$ cat config.mk
export PLATFORM = sky130hd
export DESIGN_NAME = rng_collect
export DESIGN_NICKNAME = d
export VERILOG_FILES = /design/src/rtl/rng_pkg.sv /design/src/rtl/rng_strobe.sv /design/src/rtl/rng_packer.sv /design/src/rtl/rng_health.sv /design/src/rtl/rng_fifo.sv /design/src/rtl/rng_collect.sv
export SDC_FILE = /design/constraint.sdc
export NUM_CORES = 1
export LEC_CHECK = 0
export ABC_CLOCK_PERIOD_IN_PS = 5900
export BUFFER_PORTS_ARGS = -buffer_cell sky130_fd_sc_hd__clkbuf_2
export CORE_UTILIZATION = 50
export DETAILED_ROUTE_END_ITERATION = 6
export PLACE_DENSITY = 0.64
export SYNTH_ARGS = -nofsm -noshare
export SYNTH_HDL_FRONTEND = slang
export SYNTH_HIERARCHICAL = 1
export SYNTH_SLANG_ARGS = --single-unit
$ cat constraint.sdc
create_clock -name clk -period 5.9 [get_ports clk]
set_input_delay 0.59 -clock clk [delete_from_list [all_inputs] [get_ports clk]]
set_output_delay 0.59 -clock clk [all_outputs]
set_load 0.1 [all_outputs]
$ cat src/rtl/rng_pkg.sv
// Package: shared widths and types of the random word collector.
// Assumes: every module of the collector imports it for the word type.
package rng_pkg;
    parameter int unsigned RNG_WORD_W = 32;
    parameter int unsigned RNG_DIV    = 32;
    parameter int unsigned RNG_DEPTH  = 4;

    typedef logic [RNG_WORD_W-1:0] rng_word_t;
endpackage

$ cat src/rtl/rng_strobe.sv
// Module: sample strobe divider. While run_i is high it counts clock
// cycles and pulses strobe_o once every DIV cycles. A low run_i holds the
// count (pause); drop_i returns the count to zero (restart).
// Assumes: DIV >= 2; drop_i and run_i are never high together.
module rng_strobe #(
    parameter int unsigned DIV = 32
) (
    input  logic clk,
    input  logic rst_n,
    input  logic run_i,
    input  logic drop_i,
    output logic strobe_o
);
    localparam int unsigned CW = (DIV > 2) ? $clog2(DIV) : 1;
    localparam logic [CW-1:0] LAST = CW'(DIV - 1);

    logic [CW-1:0] cnt_q;

    // Strobe on the last count of an active period.
    always_comb begin
        strobe_o = run_i && (cnt_q == LAST);
    end

    // Cycle counter: restart on drop, hold on pause, wrap at LAST.
    always_ff @(posedge clk) begin
        if (!rst_n) begin
            cnt_q <= '0;
        end else if (drop_i) begin
            cnt_q <= '0;
        end else if (run_i) begin
            if (cnt_q == LAST) begin
                cnt_q <= '0;
            end else begin
                cnt_q <= cnt_q + CW'(1);
            end
        end
    end
endmodule

$ cat src/rtl/rng_packer.sv
// Module: word packer. On each strobe it shifts one raw bit in at the top,
// so the first bit of a word ends in bit 0. After W bits it presents the
// finished word with a one-cycle valid pulse.
// Assumes: strobe_i and drop_i are never high together.
module rng_packer
    import rng_pkg::*;
#(
    parameter int unsigned W = RNG_WORD_W
) (
    input  logic         clk,
    input  logic         rst_n,
    input  logic         drop_i,
    input  logic         strobe_i,
    input  logic         bit_i,
    output logic         word_vld_o,
    output logic [W-1:0] word_o
);
    localparam int unsigned NW = $clog2(W);
    localparam logic [NW-1:0] LAST_BIT = NW'(W - 1);

    logic [W-1:0]  shift_q;
    logic [W-1:0]  shift_nxt;
    logic [NW-1:0] nbits_q;
    logic [W-1:0]  word_q;
    logic          vld_q;

    // Next shift value: new bit enters at the top.
    always_comb begin
        shift_nxt = {bit_i, shift_q[W-1:1]};
    end

    // Shift register and fill counter; a full word is registered out.
    always_ff @(posedge clk) begin
        if (!rst_n) begin
            shift_q <= '0;
            nbits_q <= '0;
            word_q  <= '0;
            vld_q   <= 1'b0;
        end else begin
            vld_q <= 1'b0;
            if (drop_i) begin
                nbits_q <= '0;
            end else if (strobe_i) begin
                shift_q <= shift_nxt;
                if (nbits_q == LAST_BIT) begin
                    nbits_q <= '0;
                    word_q  <= shift_nxt;
                    vld_q   <= 1'b1;
                end else begin
                    nbits_q <= nbits_q + NW'(1);
                end
            end
        end
    end

    assign word_vld_o = vld_q;
    assign word_o     = word_q;
endmodule

$ cat src/rtl/rng_health.sv
// Module: repetition health test. Compares every finished word with the
// previous one. The first word after reset or clear only arms the
// reference. A match sets a sticky error; other words are passed on.
// Assumes: word_vld_i is never high in two consecutive cycles.
module rng_health
    import rng_pkg::*;
#(
    parameter int unsigned W = RNG_WORD_W
) (
    input  logic         clk,
    input  logic         rst_n,
    input  logic         word_vld_i,
    input  logic [W-1:0] word_i,
    input  logic         clr_i,
    output logic         push_o,
    output logic         fail_o,
    output logic         err_o
);
    logic [W-1:0] ref_q;
    logic         ref_vld_q;
    logic         err_q;
    logic         same;

    // Decide whether a finished word passes, fails or only arms.
    always_comb begin
        same   = (word_i == ref_q);
        fail_o = word_vld_i && ref_vld_q && same;
        push_o = word_vld_i && ref_vld_q && !same && !err_q;
    end

    // Reference word register and its valid flag.
    always_ff @(posedge clk) begin
        if (!rst_n) begin
            ref_q     <= '0;
            ref_vld_q <= 1'b0;
        end else if (err_q && clr_i) begin
            ref_vld_q <= 1'b0;
        end else if (word_vld_i) begin
            ref_q     <= word_i;
            ref_vld_q <= 1'b1;
        end
    end

    // Sticky error: set on failure, cleared only by the clear input.
    always_ff @(posedge clk) begin
        if (!rst_n) begin
            err_q <= 1'b0;
        end else if (fail_o) begin
            err_q <= 1'b1;
        end else if (clr_i) begin
            err_q <= 1'b0;
        end
    end

    assign err_o = err_q;
endmodule

$ cat src/rtl/rng_fifo.sv
// Module: small synchronous queue with flush. Push and pop may occur in
// the same cycle; flush overrides both and empties the queue.
// Assumes: push_i is never high while full; pop_i never while empty.
module rng_fifo
    import rng_pkg::*;
#(
    parameter int unsigned W     = RNG_WORD_W,
    parameter int unsigned DEPTH = RNG_DEPTH
) (
    input  logic         clk,
    input  logic         rst_n,
    input  logic         push_i,
    input  logic [W-1:0] data_i,
    input  logic         pop_i,
    input  logic         flush_i,
    output logic [W-1:0] head_o,
    output logic         empty_o,
    output logic         full_o
);
    localparam int unsigned PW = (DEPTH > 2) ? $clog2(DEPTH) : 1;
    localparam int unsigned CW = $clog2(DEPTH + 1);
    localparam logic [PW-1:0] LAST_PTR = PW'(DEPTH - 1);
    localparam logic [CW-1:0] FULL_CNT = CW'(DEPTH);

    logic [W-1:0]  mem_q [DEPTH];
    logic [PW-1:0] wr_q;
    logic [PW-1:0] rd_q;
    logic [CW-1:0] cnt_q;

    // One storage register per slot, written when the pointer selects it.
    for (genvar i = 0; i < DEPTH; i++) begin : g_slot
        always_ff @(posedge clk) begin
            if (push_i && !flush_i && (wr_q == PW'(i))) begin
                mem_q[i] <= data_i;
            end
        end
    end

    // Pointer and level bookkeeping, flush first.
    always_ff @(posedge clk) begin
        if (!rst_n || flush_i) begin
            wr_q  <= '0;
            rd_q  <= '0;
            cnt_q <= '0;
        end else begin
            if (push_i) begin
                wr_q <= (wr_q == LAST_PTR) ? '0 : wr_q + PW'(1);
            end
            if (pop_i) begin
                rd_q <= (rd_q == LAST_PTR) ? '0 : rd_q + PW'(1);
            end
            cnt_q <= cnt_q + CW'(push_i) - CW'(pop_i);
        end
    end

    // Status and head word.
    always_comb begin
        head_o  = mem_q[rd_q];
        empty_o = (cnt_q == '0);
        full_o  = (cnt_q == FULL_CNT);
    end
endmodule

$ cat src/rtl/rng_collect.sv
// Module: random word collector top. Samples the raw bit input at a
// divided rate, packs words, runs the repetition test and queues
// passing words for a valid/ready consumer.
// Assumes: raw_bit_i is synchronous to clk; clr_err_i is a pulse.
module rng_collect
    import rng_pkg::*;
#(
    parameter int unsigned WORD_W = RNG_WORD_W,
    parameter int unsigned DIV    = RNG_DIV,
    parameter int unsigned DEPTH  = RNG_DEPTH
) (
    input  logic              clk,
    input  logic              rst_n,
    input  logic              en_i,
    input  logic              raw_bit_i,
    input  logic              clr_err_i,
    input  logic              rd_ready_i,
    output logic              rd_valid_o,
    output logic [WORD_W-1:0] rd_data_o,
    output logic              err_o,
    output logic              full_o
);
    logic              run;
    logic              drop;
    logic              strobe;
    logic              word_vld;
    logic [WORD_W-1:0] word;
    logic              push;
    logic              fail;
    logic              err;
    logic              pop;
    logic              empty;
    logic              full;
    logic [WORD_W-1:0] head;

    // Sampling gate: pause when full, restart on disable or error.
    always_comb begin
        run  = en_i && !full && !err;
        drop = !en_i || err;
    end

    // Read handshake and outputs.
    always_comb begin
        rd_valid_o = !empty && !err;
        pop        = rd_valid_o && rd_ready_i;
        rd_data_o  = head;
        err_o      = err;
        full_o     = full;
    end

    rng_strobe #(.DIV(DIV)) u_strobe (
        .clk      (clk),
        .rst_n    (rst_n),
        .run_i    (run),
        .drop_i   (drop),
        .strobe_o (strobe)
    );

    rng_packer #(.W(WORD_W)) u_packer (
        .clk        (clk),
        .rst_n      (rst_n),
        .drop_i     (drop),
        .strobe_i   (strobe),
        .bit_i      (raw_bit_i),
        .word_vld_o (word_vld),
        .word_o     (word)
    );

    rng_health #(.W(WORD_W)) u_health (
        .clk        (clk),
        .rst_n      (rst_n),
        .word_vld_i (word_vld),
        .word_i     (word),
        .clr_i      (clr_err_i),
        .push_o     (push),
        .fail_o     (fail),
        .err_o      (err)
    );

    rng_fifo #(.W(WORD_W), .DEPTH(DEPTH)) u_fifo (
        .clk     (clk),
        .rst_n   (rst_n),
        .push_i  (push),
        .data_i  (word),
        .pop_i   (pop),
        .flush_i (fail),
        .head_o  (head),
        .empty_o (empty),
        .full_o  (full)
    );
endmodule

==> summary.log <==
qor: die.design.die.area 0.0199 mm2
qor: route.initialDrtViolationCount 285
qor: sta.grt_setup_unrepaired no
qor: power_and_ir_drop.peakVddDrop 0.000206 V
qor: logic_synthesis.synth_adder_area_share 1.76%
qor: place.place_area 0.0100 mm2
qor: global_route.grt.total_usage 18.9%
qor: finish.final-seq-area 0.00619 mm2
qor: clock_tree.post_cts_resize_count 0
qor: logic_synthesis.seq_area_frac_synth 63.9%
qor: hold_path.holdCritPathClass input pin to flip-flop
qor: setup_path.path_max_fanout 27
qor: die.floorplan.initialDensity 51.4%
qor: sta.fin_crit_sh 53.5%
qor: outcome.status finished clean
qor: logic_synthesis.synth-simple-area-share 11.6%
qor: sta.layout_min_cycle_time 3.15 ns
qor: logic_synthesis.syn_avg_cell_area 13.0 um2
qor: logic_synthesis.synth_compound_area_share 7.99%
qor: finish.post_route_cells_drive_above_1_share 15.9%
qor: route.route.antenna.remaining_nets 0
qor: clock_tree.clock_latency 0.50 ns
qor: run.max_cap_viol_count 0
qor: finish.antenna_cells 0
qor: logic_synthesis.synth_top_family_by_area simple AND/OR/NAND/NOR gates
qor: logic_synthesis.syn_area 0.00968 mm2
qor: sta.fin_tns_setup 0 ns
qor: clock_tree.tritoncts.num_buffers 25
qor: setup_path.crit_path_class flip-flop to primary output
qor: sta.timing_max_transition_violations_final 0
qor: clock_tree.path_clk_slew 0.06 ns
qor: clock_tree.clk_root_buffer_cell clkbuf_16
qor: clock_tree.clkSinkCount 245
qor: route.detail_route.wirelength 18.3 mm
qor: die.die-height 141 um
qor: setup_path.timing.critical_path.arrival 2.56 ns
qor: logic_synthesis.synth_cell_types 43
qor: die.design.portCount 41
qor: clock_tree.tritoncts yes
qor: route.detail_route.wl_per_cell 17.3 um
qor: sta.setup_slack 2.75 ns
qor: clock_tree.max-clock-path-buffers 3
qor: place.port_buffers 40
qor: finish.final_area 0.0108 mm2
qor: logic_synthesis.synthesis.nets 761
qor: global_route.grt_start_max_net_pins 102
qor: logic_synthesis.synth_edf_count 128
qor: setup_path.critPathLaunchType flip-flop
qor: place.dp_hpwl 11.1 mm
qor: logic_synthesis.synthesis_stage_register_bit_count 245
qor: setup_path.timing.critical_path.to_type primary output
qor: global_route.global_route_wire_length_before_repair 29.1 mm
qor: sta.setup_violations 0
qor: finish.commonest_non_fill_non_tap_cell_in_the_layout nand2_1
qor: global_route.global_route.overflow_total 0
qor: clock_tree.cts.htree.levels 1
qor: place.globalplace.congestion 0.744
qor: global_route.grt_antenna_before_repair 0
qor: die.chipWidth 141 um
qor: finish.fill_cells 1,533
qor: power_and_ir_drop.power_density 336 mW/mm2
qor: route.via_count 5,525
qor: die.core 0.0188 mm2
qor: power_and_ir_drop.leakagePower 0.00347 uW
qor: die.std_cell_rows 50
qor: finish.syn2layout_area_growth 11.8%
qor: logic_synthesis.synth.area.top_cells edfxtp_1, dfxtp_1, nand2_1, mux4_2, a21boi_1
qor: route.drt_pre_antenna_iters 4
qor: global_route.first_global_vias 5,505
qor: finish.final_nets 799
qor: sta.max_slew.worst_pin.slew 1.28 ns
qor: sta.clock.fmax 317 MHz
qor: logic_synthesis.yosysWarningCount 6
qor: logic_synthesis.synth_top_area_share 39.7%
qor: setup_path.crit_required 5.31 ns
qor: logic_synthesis.ys.flop_type edfxtp_1
qor: clock_tree.ctsHoldBuffers 0
qor: logic_synthesis.syn_inst 742
qor: logic_synthesis.synth-xor-area-share 3.32%
qor: sta.final_hold_viol_count 0
qor: finish.mostFrequentLayoutCells nand2_1, edfxtp_1, dfxtp_1
qor: sta.timing.slew.headroom 14.6%
qor: logic_synthesis.synthArstFlopShare 0%
qor: finish.multi_input_comb_area 0.00319 mm2
qor: sta.fin_worst_skew 0.00821 ns
qor: place.post-place-ws 2.91 ns
qor: logic_synthesis.yosys.area.top_type edfxtp_1
qor: logic_synthesis.post_synth_mux_area_share 8.25%
qor: route.detail_route.drc_violations 0
qor: route.via_per_inst 5.22
qor: clock_tree.post_cts.repair.setup_buffers 0
==> kinds of logic (layout without fill, tap and decap cells) <==
group	after synthesis	in the layout
AO/OA/AOI/OAI	106	106
XOR/XNOR	35	35
adder cells (fa/ha/maj)	13	13
buffers and inverters	48	104
flip-flops	245	245
multiplexers	39	39
AND/OR/NAND/NOR	256	256
==> worst max-delay path, stage by stage, from the launching register on <==
cell	delay, ns
dfxtp_2	0.48
buf_4	0.53
mux4_1	0.63
clkbuf_2	0.39
==> sequential cells by signal, indices dropped and copies added, names as in the netlist, 2 cells and up, named ones only <==
name / cells
u_packer/nbits_q: 5
u_fifo/wr_q: 2
u_fifo/mem_q: 128
u_packer/word_o: 32
u_fifo/rd_q: 2
u_health/ref_q: 32
u_strobe/cnt_q: 5
u_fifo/cnt_q: 3
u_packer/shift_q: 31
==> layout make-up <==
type | count | area share (%)
flip-flops and latches | 245 | 57.2
well taps | 260 | 3.01
inverters | 9 | 0.312
clock buffers | 39 | 6.88
multi-input cells | 449 | 29.5
clock inverters | 6 | 0.544
repair buffers | 50 | 2.55
==> where the power goes <==
part	internal (uW)	total [uW]	switching [uW]
Sequential	1790	1810	19.9
Combinational	118	303	185
Clock	910	1520	611
==> through the flow <==
step,total power (uW),util (%),cells,hold slack (ns)
6_report,3640,57.4,1058,0.295
5_1_grt,3770,57.4,1058,0.303
4_1_cts,3680,57.4,1058,0.284
3_5_place_dp,2160,53.2,1013,0.450
3_3_place_gp,2150,53.2,1013,0.445
2_1_floorplan,2130,-,742,0.435
==> routing by layer <==
metal,track usage (%),routed length [um],up-vias
met2,33.5,9090,111
met1,24.4,8010,2708
met3,2.89,940,22
li1,-,-,2684
met5,0,0,-
met4,4.63,251,0
==> path summary, 6_finish.rpt <==
check                                           end                               from  cells past startpoint  slack, ns
hold reg to reg    u_packer/word_o[15]$_SDFFE_PN0P_  u_packer/shift_q[16]$_SDFFE_PN0P_                      2       0.46
setup / recovery                       rd_data_o[0]                          flip-flop                      3       2.75
hold / removal      u_health/ref_vld_q$_SDFFE_PP0P_                          clr_err_i                      2       0.30
setup reg to reg  u_packer/shift_q[24]$_SDFFE_PN0P_         u_fifo/cnt_q[1]$_SDFF_PP0_                      7       2.94
==> cell usage after synthesis (7+ instances only) <==
cell type,n
dfxtp_1,117
mux4_2,30
a21boi_0,35
buf_2,13
xor2_1,34
inv_1,9
ha_1,12
nand2b_1,7
edfxtp_1,128
a21boi_1,60
nand2_1,194
nor2_1,17
nor4_1,8
clkbuf_1,10
mux2i_1,7
Power figures use the tool's default switching activity.
